**src/rtl/bcd_cal_pkg.sv**
```systemverilog
package bcd_cal_pkg;

    localparam int NUM_REGS = 8;
    localparam int REG_W    = 8;
    localparam int BUS_W    = NUM_REGS * REG_W;
    localparam int CHAIN_N  = 3;

    // bits of each register that hold state; the rest read as zero
    localparam logic [BUS_W-1:0] STORE_MASK = 64'hFF1F_3F37_BF7F_7FFF;

    typedef struct packed {
        logic [3:0] tens;
        logic [3:0] ones;
    } bcd2_t;

    typedef struct packed {
        logic       mode12;
        logic       hi5;
        logic       hi4;
        logic [3:0] ones;
    } hour_t;

    typedef struct packed {
        logic       osc_off;
        logic       rst_en;
        logic [2:0] dow;
        bcd2_t      date;
        bcd2_t      month;
        bcd2_t      year;
    } date_t;

    typedef struct packed {
        date_t                      d;
        hour_t                      h;
        logic [CHAIN_N*REG_W-1:0]   t;
    } cal_state_t;

    function automatic bcd2_t bcd_inc(bcd2_t v);
        bcd2_t r;
        if (v.ones == 4'd9) begin
            r.tens = v.tens + 4'd1;
            r.ones = 4'd0;
        end else begin
            r.tens = v.tens;
            r.ones = v.ones + 4'd1;
        end
        return r;
    endfunction

    function automatic logic [7:0] chain_limit(int idx);
        return (idx == 0) ? 8'h99 : 8'h59;
    endfunction

    function automatic logic is_leap(bcd2_t y);
        if (y.tens[0])
            return (y.ones == 4'd2) || (y.ones == 4'd6);
        else
            return (y.ones == 4'd0) || (y.ones == 4'd4) || (y.ones == 4'd8);
    endfunction

    function automatic bcd2_t last_date(bcd2_t m, bcd2_t y);
        case (m)
            8'h02:                      return is_leap(y) ? 8'h29 : 8'h28;
            8'h04, 8'h06, 8'h09, 8'h11: return 8'h30;
            default:                    return 8'h31;
        endcase
    endfunction

    function automatic cal_state_t unpack_regs(logic [BUS_W-1:0] raw);
        logic [BUS_W-1:0] m;
        cal_state_t s;
        m = raw & STORE_MASK;
        s.t         = m[23:0];
        s.h.mode12  = m[31];
        s.h.hi5     = m[29];
        s.h.hi4     = m[28];
        s.h.ones    = m[27:24];
        s.d.osc_off = m[37];
        s.d.rst_en  = m[36];
        s.d.dow     = m[34:32];
        s.d.date    = m[47:40];
        s.d.month   = m[55:48];
        s.d.year    = m[63:56];
        return s;
    endfunction

    function automatic logic [BUS_W-1:0] pack_regs(cal_state_t s);
        return {s.d.year, s.d.month, s.d.date,
                2'b00, s.d.osc_off, s.d.rst_en, 1'b0, s.d.dow,
                s.h.mode12, 1'b0, s.h.hi5, s.h.hi4, s.h.ones,
                s.t};
    endfunction

endpackage

```
**src/rtl/bcd_mod_ctr.sv**
```systemverilog
module bcd_mod_ctr
    import bcd_cal_pkg::*;
#(
    parameter logic [7:0] MAX = 8'h59
) (
    input  logic  clk,
    input  logic  rst,
    input  logic  load,
    input  bcd2_t load_val,
    input  logic  inc,
    output bcd2_t val,
    output logic  wrap
);

    assign wrap = inc && (val == bcd2_t'(MAX));

    always_ff @(posedge clk) begin
        if (rst)
            val <= '0;
        else if (load)
            val <= load_val;
        else if (wrap)
            val <= '0;
        else if (inc)
            val <= bcd_inc(val);
    end

    // a counter at its limit returns to zero on the next step
    a_r2_wrap_to_zero: assert property (@(posedge clk) disable iff (rst)
        (inc && !load && val == bcd2_t'(MAX)) |=> (val == '0));

    // without a step or load the value holds
    a_r2_hold_idle: assert property (@(posedge clk) disable iff (rst)
        (!inc && !load) |=> $stable(val));

endmodule

```
**src/rtl/cal_time_chain.sv**
```systemverilog
module cal_time_chain
    import bcd_cal_pkg::*;
(
    input  logic                     clk,
    input  logic                     rst,
    input  logic                     load,
    input  logic [CHAIN_N*REG_W-1:0] load_vals,
    input  logic                     inc,
    output logic [CHAIN_N*REG_W-1:0] vals,
    output logic                     carry_out
);

    logic [CHAIN_N:0] step;
    assign step[0]   = inc;
    assign carry_out = step[CHAIN_N];

    for (genvar i = 0; i < CHAIN_N; i++) begin : g_stage
        bcd2_t stage_q;
        bcd_mod_ctr #(.MAX(chain_limit(i))) u_ctr (
            .clk      (clk),
            .rst      (rst),
            .load     (load),
            .load_val (bcd2_t'(load_vals[i*REG_W +: REG_W])),
            .inc      (step[i]),
            .val      (stage_q),
            .wrap     (step[i+1])
        );
        assign vals[i*REG_W +: REG_W] = stage_q;
    end

endmodule

```
**src/rtl/cal_hour_unit.sv**
```systemverilog
module cal_hour_unit
    import bcd_cal_pkg::*;
(
    input  logic  clk,
    input  logic  rst,
    input  logic  load,
    input  hour_t load_val,
    input  logic  inc,
    output hour_t h,
    output logic  day_carry
);

    hour_t h_next;
    logic  roll;

    always_comb begin
        h_next = h;
        roll   = 1'b0;
        if (h.mode12) begin
            if (h.hi4 && h.ones == 4'd2) begin
                h_next.hi4  = 1'b0;
                h_next.ones = 4'd1;
            end else if (h.hi4 && h.ones == 4'd1) begin
                h_next.ones = 4'd2;
                h_next.hi5  = ~h.hi5;
                roll        = h.hi5;
            end else if (h.ones == 4'd9) begin
                h_next.hi4  = 1'b1;
                h_next.ones = 4'd0;
            end else begin
                h_next.ones = h.ones + 4'd1;
            end
        end else begin
            if ({h.hi5, h.hi4} == 2'b10 && h.ones == 4'd3) begin
                h_next.hi5  = 1'b0;
                h_next.hi4  = 1'b0;
                h_next.ones = 4'd0;
                roll        = 1'b1;
            end else if (h.ones == 4'd9) begin
                {h_next.hi5, h_next.hi4} = {h.hi5, h.hi4} + 2'd1;
                h_next.ones = 4'd0;
            end else begin
                h_next.ones = h.ones + 4'd1;
            end
        end
    end

    assign day_carry = inc && roll;

    always_ff @(posedge clk) begin
        if (rst)
            h <= '0;
        else if (load)
            h <= load_val;
        else if (inc)
            h <= h_next;
    end

    // eleven becomes twelve with the half-day flag flipped
    a_r5_eleven_to_twelve: assert property (@(posedge clk) disable iff (rst)
        (inc && !load && h.mode12 && h.hi4 && h.ones == 4'd1)
        |=> (h.hi4 && h.ones == 4'd2 && h.hi5 != $past(h.hi5)));

    // 23 wraps to 00 in 24-hour mode
    a_r4_midnight_wrap: assert property (@(posedge clk) disable iff (rst)
        (inc && !load && !h.mode12 && h.hi5 && !h.hi4 && h.ones == 4'd3)
        |=> (!h.hi5 && !h.hi4 && h.ones == 4'd0));

    // the mode bit is changed only by a load
    a_r12_mode_kept: assert property (@(posedge clk) disable iff (rst)
        !load |=> $stable(h.mode12));

endmodule

```
**src/rtl/cal_date_unit.sv**
```systemverilog
module cal_date_unit
    import bcd_cal_pkg::*;
(
    input  logic  clk,
    input  logic  rst,
    input  logic  load,
    input  date_t load_val,
    input  logic  inc,
    output date_t d
);

    localparam date_t RESET_VAL = '{osc_off: 1'b1, rst_en: 1'b1, dow: 3'd1,
                                    date: 8'h01, month: 8'h01, year: 8'h00};

    logic month_end;
    assign month_end = (d.date == last_date(d.month, d.year));

    always_ff @(posedge clk) begin
        if (rst) begin
            d <= RESET_VAL;
        end else if (load) begin
            d <= load_val;
        end else if (inc) begin
            d.dow <= (d.dow == 3'd7) ? 3'd1 : d.dow + 3'd1;
            if (month_end) begin
                d.date <= 8'h01;
                if (d.month == 8'h12) begin
                    d.month <= 8'h01;
                    d.year  <= (d.year == 8'h99) ? 8'h00 : bcd_inc(d.year);
                end else begin
                    d.month <= bcd_inc(d.month);
                end
            end else begin
                d.date <= bcd_inc(d.date);
            end
        end
    end

    // day of week wraps from 7 to 1
    a_r6_dow_wrap: assert property (@(posedge clk) disable iff (rst)
        (inc && !load && d.dow == 3'd7) |=> (d.dow == 3'd1));

    // February 28 of a leap year is followed by the 29th
    a_r8_leap_feb: assert property (@(posedge clk) disable iff (rst)
        (inc && !load && d.month == 8'h02 && d.date == 8'h28 && is_leap(d.year))
        |=> (d.date == 8'h29 && d.month == 8'h02));

    // control bits change only by a load
    a_r12_ctrl_kept: assert property (@(posedge clk) disable iff (rst)
        !load |=> $stable({d.osc_off, d.rst_en}));

endmodule

```
**src/rtl/bcd_calendar.sv**
```systemverilog
module bcd_calendar
    import bcd_cal_pkg::*;
(
    input  logic             clk,
    input  logic             rst,
    input  logic             tick,
    input  logic             load,
    input  logic [BUS_W-1:0] load_data,
    output logic [BUS_W-1:0] regs_out
);

    cal_state_t ld;
    cal_state_t cur;
    logic       run_tick;
    logic       to_hour;
    logic       to_day;

    assign ld       = unpack_regs(load_data);
    assign run_tick = tick && !cur.d.osc_off && !load;

    cal_time_chain u_time (
        .clk       (clk),
        .rst       (rst),
        .load      (load),
        .load_vals (ld.t),
        .inc       (run_tick),
        .vals      (cur.t),
        .carry_out (to_hour)
    );

    cal_hour_unit u_hour (
        .clk       (clk),
        .rst       (rst),
        .load      (load),
        .load_val  (ld.h),
        .inc       (to_hour),
        .h         (cur.h),
        .day_carry (to_day)
    );

    cal_date_unit u_date (
        .clk      (clk),
        .rst      (rst),
        .load     (load),
        .load_val (ld.d),
        .inc      (to_day),
        .d        (cur.d)
    );

    assign regs_out = pack_regs(cur);

    // with the stop bit set and no load, nothing moves
    a_r10_stop_freezes: assert property (@(posedge clk) disable iff (rst)
        (cur.d.osc_off && !load) |=> $stable(regs_out));

    // a load is visible in full on the next cycle
    a_r11_load_wins: assert property (@(posedge clk) disable iff (rst)
        load |=> (regs_out == ($past(load_data) & STORE_MASK)));

endmodule

```
**config.mk**
```make
export PLATFORM = sky130hd
export DESIGN_NAME = bcd_calendar
export DESIGN_NICKNAME = d
export VERILOG_FILES = /design/src/rtl/bcd_cal_pkg.sv /design/src/rtl/bcd_mod_ctr.sv /design/src/rtl/cal_time_chain.sv /design/src/rtl/cal_hour_unit.sv /design/src/rtl/cal_date_unit.sv /design/src/rtl/bcd_calendar.sv
export SDC_FILE = /design/constraint.sdc
export NUM_CORES = 1
export LEC_CHECK = 0
export BUFFER_PORTS_ARGS = -buffer_cell sky130_fd_sc_hd__buf_2
export CAP_MARGIN = 20
export CORE_MARGIN = 2
export CORE_UTILIZATION = 50
export DETAILED_ROUTE_END_ITERATION = 10
export PLACE_DENSITY = 0.84
export SLEW_MARGIN = 20
export SYNTH_ARGS = -nofsm -noshare
export SYNTH_HDL_FRONTEND = slang
export SYNTH_SLANG_ARGS = --single-unit
export TNS_END_PERCENT = 10
```
**constraint.sdc**
```tcl
create_clock -name clk -period 7.4 [get_ports clk]
set_input_delay 1.48 -clock clk [delete_from_list [all_inputs] [get_ports clk]]
set_output_delay 1.48 -clock clk [all_outputs]
set_load 0.02 [all_outputs]
```
==> results.json, run 1 <==
{
  "status": "finished clean",
  "fmax_mhz": 240,
  "tightest_slew_ps": 1080,
  "reg2reg_from": "u_time.g_stage[0].u_ctr.val[0]",
  "final_util_pct": 61.5,
  "synth.avg_cell_area_um2": 7.50,
  "grt_pass1_vias": 3757,
  "yosysSeqAreaShare_pct": 30.4,
  "rr_worst_depth": 7,
  "yosys_register_bits": 60,
  "post_cts_buffers": 0,
  "wl_um": 10500,
  "crit_required_ps": 7610,
  "cp_cell_sequence": "buf_2 -> nand2b_4 -> or4_4 -> or4_4 -> a211oi_2 -> a211oi_1 -> a2111oi_0",
  "die_h_um": 92.9,
  "yosysWarnings": 0,
  "whs_path_depth": 2,
  "grt_pass1_wl_um": 17100,
  "min_to": "u_date.d[26]",
  "diodes": 0,
  "synth_most_common_cell": "nor2_1",
  "period_minus_slack_ps": 4170,
  "worst-r2r-setup-slack_ps": 3860,
  "vias": 4256,
  "rsz0062_at_grt": "no",
  "synth_edf_count": 0,
  "cap_violations": 0,
  "setup-tns-final_ps": 0,
  "antenna_found_initial": 0,
  "place_ws_ps": 2880,
  "synth_top_area_share_pct": 30.4,
  "arrival_ps": 4370,
  "drv_slew": 0,
  "worstSetupStartpointType": "input port",
  "total_power_w": 0.000850,
  "rows": 32,
  "place.gp.congestion": 0.830,
  "synth.distinct_cells": 65,
  "gr-total-overflow": 0,
  "hp-start": "u_date.d[26]",
  "htree_levels": 3,
  "peakVddDrop_mv": 0.0865,
  "dieArea_mm2": 0.00863,
  "syn_inst": 527,
  "finalHoldViolCount": 0,
  "synth_commonest_cells": "62 x nor2_1, 60 x dfxtp_1, 46 x a21oi_1, 46 x nand2_1, 33 x o21ai_0",
  "worst_slack_ps": 3230,
  "post_drt_wl_per_cell_um": 14.5,
  "core_area_mm2": 0.00769,
  "fp.dieW_um": 92.9,
  "initial_core_util_pct": 51.4,
  "antenna_left": 0,
  "endpoint_kind": "flip-flop",
  "cts.clk_slew.worst_paths_ps": 70,
  "post-route-drc-count": 0,
  "clock_latency_ps": 340,
  "leakagePower_nw": 2.05,
  "drive_gt1_share_pct": 23.5,
  "cts_tree": "built",
  "first_iter_violations": 192,
  "cts_buffers": 9,
  "skew_ps": 13.4,
  "timing.slew.headroom_pct": 27.7,
  "grt_max_degree": 86,
  "pin_count": 132,
  "cp_max_fo": 17,
  "syn-cell-area_mm2": 0.00395,
  "power_density_mw_per_mm2": 180,
  "async_flop_share_pct": 0,
  "clockBufferDepth": 2,
  "grt_use_total_pct": 24.2,
  "viasPerCell": 5.85,
  "critPathMostFrequentCell": "or4_4",
  "synth.area.top_cells": "dfxtp_1 30%, ha_1 7.0%, nor2_1 5.9%",
  "root_buffer": "clkbuf_8",
  "io_buffers": 116,
  "ctsHoldBuffers": 0,
  "whs_ps": 505,
  "crit_path_max_incr_delay_ps": 920,
  "fin_crit_sh_pct": 56.3,
  "setup_viol": 0,
  "layout.nets": 711,
  "dpl.hpwl_um": 7260,
  "path_class": "input port to flip-flop",
  "yosysTopAreaCell": "dfxtp_1",
  "yosys_most_used_dff": "dfxtp_1",
  "cts_resized": 0,
  "area.growth.synth_to_final_pct": 19.8,
  "min_path_type": "flip-flop to flip-flop",
  "cp_slowest_cell": "a211oi_2",
  "first_pass_iters": 5,
  "clkSinkCount": 60,
  "r2r_end": "u_date.d[0]"
}
==> metal layers <==
metal / GRT usage (%) / routed length [um] / vias up
met5: 0 / 0 / -
met4: 9.31 / 163 / 0
met3: 4.80 / 701 / 14
met2: 40.5 / 5020 / 152
met1: 30.6 / 4630 / 1991
li1: - / - / 2099
==> logic make-up (layout without fill, tap and decap cells) <==
family | Yosys count | in the layout | share of synthesized area [%]
AOI/OAI and AO/OA | 147 | 147 | 23.9
xor gates and xnor gates | 7 | 7 | 1.55
adders and majority gates | 22 | 22 | 6.97
buffers and inverters | 64 | 160 | 7.00
DFF | 60 | 60 | 30.4
muxes | 6 | 6 | 1.55
other | 1 | 4 | 0.0949
and+or+nand+nor | 220 | 220 | 28.5
==> worst max-delay path, delay by kind of cell <==
family / cells / cell delay (ps)
AOI/OAI and AO/OA: 3 / 1410
and+or+nand+nor: 3 / 1360
buffers and inverters: 1 / 110
==> worst max-delay path by stage <==
stage,from,to,slack [ps],cells after the start
floorplan,tick,u_date.d[10],3690,8
global placement,tick,u_date.d[1],2960,7
detailed placement,tick,u_date.d[0],2880,7
CTS,tick,u_date.d[0],3240,7
global route,tick,u_date.d[0],3050,7
finish,tick,u_date.d[0],3230,7
==> flip-flops by register name (all words and copies together), names as in the netlist <==
name,cells
u_time.g_stage.u_ctr.val,24
u_hour.h,7
u_date.d,29
==> metrics by stage <==
stage	cells	instance area [um2]
4_1_cts	728	4730
6_report	728	4730
2_1_floorplan	530	3960
3_3_place_gp	712	4510
5_1_grt	728	4730
3_5_place_dp	712	4510
==> report_power, final <==
| group | switching [W] | internal [W] | total [W] |
|---|---|---|---|
| Sequential | 0.0000290 | 0.000341 | 0.000370 |
| Clock | 0.000135 | 0.000199 | 0.000333 |
| Combinational | 0.0000865 | 0.0000602 | 0.000147 |
| Total | 0.000250 | 0.000600 | 0.000850 |
==> cell type report <==
class	instances	area, um2
inverter	24	90.1
sequential	60	1200
fill	717	2960
clock inverter	4	72.6
timing repair buffer	120	611
multi-input combinational	406	2480
clock buffer	12	145
tap	102	128
==> cell usage in the layout (no fill, tap or decap), types with 10 or more instances in the layout <==
master / n
ha_1: 22
nor2_1: 62
o21ai_0: 33
a31oi_1: 12
a21oi_1: 46
dfxtp_1: 60
nor3_1: 18
inv_1: 24
nand2_1: 46
nand3_1: 23
clkbuf_8: 10
buf_2: 116
No activity file was read; power rests on OpenSTA's default activity.
==> inputs of run 2 (changes only) <==
--- a/config.mk
+++ b/config.mk
@@ -5,12 +5,13 @@
 export SDC_FILE = /design/constraint.sdc
 export NUM_CORES = 1
 export LEC_CHECK = 0
+export ABC_AREA = 1
 export BUFFER_PORTS_ARGS = -buffer_cell sky130_fd_sc_hd__buf_2
 export CAP_MARGIN = 20
 export CORE_MARGIN = 2
-export CORE_UTILIZATION = 50
+export CORE_UTILIZATION = 47
 export DETAILED_ROUTE_END_ITERATION = 10
-export PLACE_DENSITY = 0.84
+export PLACE_DENSITY = 0.83
 export SLEW_MARGIN = 20
 export SYNTH_ARGS = -nofsm -noshare
 export SYNTH_HDL_FRONTEND = slang
==> constraint.sdc (replaced) <==
create_clock -name clk -period 3.4 [get_ports clk]
set_input_delay 0.68 -clock clk [delete_from_list [all_inputs] [get_ports clk]]
set_output_delay 0.68 -clock clk [all_outputs]
set_load 0.02 [all_outputs]
==> run 2 against run 1 <==
Utilization fell by 3.6 points. Routed wire length is 8.8% higher. Global-route usage is 0.62 points lower. Register-to-register slack worse by 2800 ps. Via count increased by 5.5%. Design area is 5.7% higher. Area after synthesis grew 5.2%. Largest cell class unchanged. Highest routed layer unchanged.
==> results.json, run 2 <==
{
  "post_cts_buffers": 0,
  "path_class": "flip-flop to flip-flop",
  "timing.slew.headroom_pct": 33.2,
  "yosys.area_share.simple_pct": 36.8,
  "first_iter_violations": 178,
  "tightest_slew_ps": 1000,
  "die_h_um": 98.0,
  "worst-r2r-setup-slack_ps": 1060,
  "worst-path-buf-inv": 0,
  "grt_max_degree": 37,
  "wl_um": 11400,
  "endpoint_kind": "flip-flop",
  "leakagePower_nw": 2.57,
  "antenna_found_initial": 0,
  "finalHoldViolCount": 0,
  "peakVddDrop_mv": 0.219,
  "cap_violations": 0,
  "r2r_end": "u_date.d[15]",
  "synth_xor_area_share_pct": 4.01,
  "worstSetupStartpointType": "flip-flop",
  "dpl.hpwl_um": 8530,
  "root_buffer": "clkbuf_8",
  "rr_worst_depth": 8,
  "gr-total-overflow": 0,
  "yosys_register_bits": 60,
  "initial_core_util_pct": 48.1,
  "synth_top_family_by_area": "simple AND/OR/NAND/NOR gates",
  "synth_commonest_cells": "154 x nand2_1, 78 x nor2_1, 68 x inv_1, 60 x dfxtp_1, 47 x nand3_1",
  "clkSinkCount": 60,
  "cp_max_fo": 14,
  "io_buffers": 116,
  "largest_reg_flops": 29,
  "crit_required_ps": 3630,
  "yosysWarnings": 0,
  "cp_cell_sequence": "ha_1 -> nand3_1 -> nor3_1 -> nand3_2 -> nor2_2 -> nand4_1 -> nand2_1 -> a21oi_1",
  "synth_most_common_cell": "nand2_1",
  "setup_viol": 0,
  "grt_pass1_vias": 4264,
  "skew_ps": 17.1,
  "synth_edf_count": 0,
  "hp-start": "u_date.d[27]",
  "cts_resized": 0,
  "crit_path_max_incr_delay_ps": 550,
  "yosysTopAreaCell": "dfxtp_1",
  "fin_crit_sh_pct": 68.9,
  "place.gp.congestion": 0.883,
  "antenna_left": 0,
  "cts_buffers": 9,
  "synth.area.top_cells": "dfxtp_1 29%, nand2_1 14%, nor2_1 7.0%",
  "area.growth.synth_to_final_pct": 20.4,
  "min_path_type": "flip-flop to flip-flop",
  "synth.distinct_cells": 45,
  "core_area_mm2": 0.00864,
  "first_pass_iters": 7,
  "path_delay_family": "simple AND/OR/NAND/NOR gates",
  "syn_inst": 633,
  "synth.avg_cell_area_um2": 6.56,
  "pin_count": 132,
  "setup-tns-final_ps": 0,
  "dieArea_mm2": 0.00961,
  "vias": 4491,
  "final_util_pct": 57.9,
  "drv_slew": 0,
  "clockBufferDepth": 2,
  "synth_top_area_share_pct": 28.9,
  "layout.nets": 835,
  "yosys_most_used_dff": "dfxtp_1",
  "post-route-drc-count": 0,
  "period_minus_slack_ps": 2340,
  "largestRegisters": "u_date.d: 29 flops, u_time.g_stage.u_ctr.val: 24 flops, u_hour.h: 7 flops",
  "post_drt_wl_per_cell_um": 13.3,
  "final_common_cell": "nand2_1",
  "max_flop_register": "u_date.d",
  "fmax_mhz": 427,
  "grt_pass1_wl_um": 19000,
  "diodes": 0,
  "whs_path_depth": 2,
  "ctsHoldBuffers": 0,
  "cp_slowest_cell": "nor2_2",
  "syn-cell-area_mm2": 0.00415,
  "synth_mux_area_share_pct": 0,
  "async_flop_share_pct": 0,
  "viasPerCell": 5.23,
  "power_density_mw_per_mm2": 373,
  "reg2reg_from": "u_time.g_stage[1].u_ctr.val[4]",
  "rows": 34,
  "n_fill_cell": 839,
  "cts_tree": "built",
  "rsz0062_at_grt": "no",
  "grt_use_total_pct": 23.6,
  "fp.dieW_um": 98.0,
  "min_to": "u_date.d[27]",
  "drive_gt1_share_pct": 22.9,
  "synth_compound_area_share_pct": 13.9,
  "cts.clk_slew.worst_paths_ps": 80,
  "final_cell_mix": "154 x nand2_1, 116 x buf_2, 78 x nor2_1, 68 x inv_1, 60 x dfxtp_1",
  "arrival_ps": 2570,
  "htree_levels": 3,
  "synthAdderAreaFrac_pct": 6.63,
  "status": "finished clean",
  "clock_latency_ps": 340,
  "yosysSeqAreaShare_pct": 28.9
}
run 2: changes by cell type in the layout (fill, tap and decap cells not counted), sizes merged, moves of 8 or more:
cell | previous run | this run
nor2 | 62 | 86
nand2 | 46 | 161
nand4 | 1 | 19
or4 | 8 | 0
nor3 | 18 | 10
xor2 | 4 | 15
nand3 | 23 | 53
inv | 24 | 76
and3 | 8 | 0
run 2: power by group:
group	internal, W	switching [W]
registers	0.000743	0.0000563
logic	0.000138	0.000245
clock network	0.000377	0.000306
total	0.00126	0.000607
run 2: per-layer routing:
metal / GRT usage (%) / wire length [um]
met3: 4.94 / 858
met4: 9.40 / 223
met1: 28.4 / 4900
met5: 0 / 0
met2: 41.0 / 5470
run 2: stage by stage:
stage / worst slack, ps / instances / power (W) / hold WS, ps / cell area (um2)
final: 1060 / 858 / 0.00187 / 465 / 5000
after global routing: 802 / 858 / 0.00195 / 504 / 5000
after CTS: 1070 / 858 / 0.00187 / 465 / 5000
after detailed placement: 803 / 842 / 0.00120 / 445 / 4800
after global placement: 847 / 842 / 0.00118 / 436 / 4800
after floorplan: 1370 / 636 / 0.00107 / 546 / 4170
run 2: worst max-delay path by stage:
stage,cells after the start,from,slack [ps],endpoint
finish,8,u_time.g_stage[1].u_ctr.val[4],1060,u_date.d[15]
global route,10,u_time.g_stage[0].u_ctr.val[0],800,u_date.d[14]
CTS,10,u_time.g_stage[0].u_ctr.val[0],1070,u_date.d[15]
detailed placement,10,tick,800,u_date.d[15]
global placement,10,tick,850,u_date.d[13]
floorplan,9,load,1370,u_date.d[4]
run 2: cell type report:
type                       instances  area [um2]  share of cell area [%]
inverter                          78         294                    5.88
sequential                        60        1200                    24.0
timing repair buffer             119         603                    12.1
clock inverter                     4        47.5                   0.951
tap                              108         135                    2.70
clock buffer                      12         155                    3.10
multi-input combinational        477        2560                    51.3
run 2: worst register-to-register path: stages, from the launching register on:
cell and delay (ps):
dfxtp_1 440, ha_1 190, nand3_1 130, nor3_1 290, nand3_2 190, nor2_2 550, nand4_1 270, nand2_1 110
a21oi_1 70
run 2: cells by family after synthesis:
family / count (synthesis)
other: 1
flip-flops: 60
buffers and inverters: 99
adder cells (fa/ha/maj): 22
AO/OA/AOI/OAI: 98
XOR/XNOR: 19
AND/OR/NAND/NOR: 334
==> inputs of run 3 (changes only) <==
--- a/config.mk
+++ b/config.mk
@@ -5,13 +5,13 @@
 export SDC_FILE = /design/constraint.sdc
 export NUM_CORES = 1
 export LEC_CHECK = 0
-export ABC_AREA = 1
+export ABC_AREA = 0
 export BUFFER_PORTS_ARGS = -buffer_cell sky130_fd_sc_hd__buf_2
 export CAP_MARGIN = 20
 export CORE_MARGIN = 2
-export CORE_UTILIZATION = 47
+export CORE_UTILIZATION = 50
 export DETAILED_ROUTE_END_ITERATION = 10
-export PLACE_DENSITY = 0.83
+export PLACE_DENSITY = 0.84
 export SLEW_MARGIN = 20
 export SYNTH_ARGS = -nofsm -noshare
 export SYNTH_HDL_FRONTEND = slang
==> constraint.sdc (replaced) <==
create_clock -name clk -period 2.18 [get_ports clk]
set_input_delay 0.436 -clock clk [delete_from_list [all_inputs] [get_ports clk]]
set_output_delay 0.436 -clock clk [all_outputs]
set_load 0.02 [all_outputs]
==> run 3 against run 2 <==
The flow now finishes with violations (setup timing). Via count grew 8.4%. Largest cell class unchanged. Clock power grew 77%. Critical path type unchanged. Critical endpoint is now u_date.d[0]. Global-route usage rose by 5.6 points. Utilization is 18 points higher. Setup slack lost 1500 ps. Register-to-register slack got worse by 1500 ps. Combinational power grew 88%.
==> results.json, run 3 (synthesis gave the netlist of run 1 again) <==
{
  "die_h_um": 92.9,
  "regArea_mm2": 0.00122,
  "max_flop_register": "u_date.d",
  "rows": 32,
  "arrival_ps": 2850,
  "power.switching_w": 0.000933,
  "largest_reg_flops": 29,
  "htree_levels": 3,
  "dpl.hpwl_um": 8920,
  "antenna_left": 0,
  "vias": 4866,
  "antenna_found_initial": 0,
  "switching_share_pct": 29.8,
  "endpoint_kind": "flip-flop",
  "cap_violations": 0,
  "fin_crit_sh_pct": 121,
  "min_path_type": "input port to flip-flop",
  "worst-r2r-setup-slack_ps": -450,
  "first_iter_violations": 292,
  "core_area_mm2": 0.00769,
  "rsz0062_at_grt": "yes",
  "layout.nets": 814,
  "clkSinkCount": 60,
  "pwr-share-seq_pct": 38.5,
  "skew_ps": 7.84,
  "p_int_w": 0.00220,
  "whs_ps": 301,
  "finalHoldViolCount": 0,
  "pin_count": 132,
  "final_cell_mix": "116 x buf_2, 100 x buf_4, 59 x nor2_1, 52 x dfxtp_1, 45 x nand2_1",
  "layout.cells.non_filler": 831,
  "wl_um": 13400,
  "viasPerCell": 5.86,
  "violations": "setup timing",
  "drv_slew": 0,
  "post_drt_wl_per_cell_um": 16.1,
  "final_common_cell": "buf_2",
  "setup_viol": 37,
  "place.gp.congestion": 0.907,
  "status": "finished with violations",
  "multi_input_area_mm2": 0.00272,
  "post-route-drc-count": 0,
  "timing.slew.headroom_pct": 62.3,
  "fp.dieW_um": 92.9,
  "root_buffer": "clkbuf_8",
  "area.growth.synth_to_final_pct": 48.1,
  "crit_required_ps": 2400,
  "grt_pass1_wl_um": 20600,
  "worstSetupStartpointType": "flip-flop",
  "clockBufferDepth": 2,
  "grt_use_total_pct": 29.2,
  "gr-total-overflow": 0,
  "largestRegisters": "u_date.d: 29 flops, u_time.g_stage.u_ctr.val: 24 flops, u_hour.h: 7 flops",
  "cts.clk_slew.worst_paths_ps": 70,
  "clock_latency_ps": 350,
  "worst_slack_ps": -450,
  "cts_buffers": 9,
  "first_pass_iters": 5,
  "initial_core_util_pct": 51.4,
  "clockPowerShare_pct": 38.6,
  "grt_max_degree": 52,
  "dieArea_mm2": 0.00863,
  "cts_tree": "built",
  "peakVddDrop_mv": 0.386,
  "tightest_slew_ps": 560,
  "cp_max_fo": 8,
  "power_density_mw_per_mm2": 536,
  "io_buffers": 116,
  "dp.cells": 806,
  "period_minus_slack_ps": 2630,
  "leakagePower_nw": 2.66,
  "combinationalPowerShare_pct": 22.9,
  "total_power_w": 0.00313,
  "diodes": 0,
  "fmax_mhz": 380,
  "n_fill_cell": 559,
  "drive_gt1_share_pct": 41.0,
  "path_class": "flip-flop to flip-flop",
  "grt_pass1_vias": 4606,
  "setup-tns-final_ps": -9100
}
[run 3: changes by cell type in the layout (fill, tap and decap cells not counted), moves of 11 or more]
cell and delta:
nand3_1 -28, xor2_1 -11, inv_1 -46, buf_4 +97
nand4_1 -18, nand2_1 -109, nor2_1 -19
[run 3: stage by stage]
step / setup WS (ps) / cell area [um2] / utilization, %
floorplan: -456 / 4010 / -
global placement: -498 / 5300 / 68.9
detailed placement: -532 / 5300 / 68.9
CTS: -439 / 5620 / 73.1
global route: -542 / 5850 / 76.1
finish: -450 / 5850 / 76.1
[run 3: final timing paths]
check                                   start      endpoint  cells after the start
worst max-delay path             u_date.d[13]   u_date.d[0]                     11
worst min-delay path            load_data[36]  u_date.d[27]                      2
worst max register to register   u_date.d[13]   u_date.d[0]                     11
worst min register to register   u_date.d[26]  u_date.d[26]                      2
[run 3: final cells by class]
type / instances / share of cell area [%]
Tap cell: 102 / 2.18
Clock inverter: 4 / 1.20
Clock buffer: 12 / 2.82
Timing Repair Buffer: 223 / 24.9
Multi-Input combinational cell: 406 / 46.5
Sequential cell: 60 / 20.9
Inverter: 24 / 1.54
[run 3: power groups by stage]
stage          Combinational, W  Sequential (W)  Clock, W
6_report               0.000719         0.00121   0.00121
4_1_cts                0.000679         0.00120   0.00121
5_1_grt                0.000781         0.00121   0.00126
3_3_place_gp           0.000647         0.00122         0
2_1_floorplan          0.000289         0.00132         0
3_5_place_dp           0.000670         0.00123         0
[run 3: layer usage]
metal	GRT usage (%)	up-vias	share of wire, %
li1	-	2297	-
met1	35.3	2275	39
met2	51.0	249	50
met3	5.61	45	7.4
met4	11.0	0	3.1
met5	0	-	0
[run 3: timing repair]
item | 4_1_cts | 5_1_grt
cloned | 1 | 0
setup endpoints to repair | 36 | 42
buffers inserted | 1 | 7
hold buffers | 0 | 0
resized for setup | 11 | 45
pin swaps | 8 | 11
[run 3: worst max-delay path: stages, from the launching register on]
cell       delay (ps)
dfxtp_1           310
inv_1              70
ha_2              200
nand2_1            60
o32a_1            300
a2bb2oi_1         180
or3_4             370
buf_4             150
a211oi_4          270
buf_12            170
a211oi_1           80
a2111oi_1         330
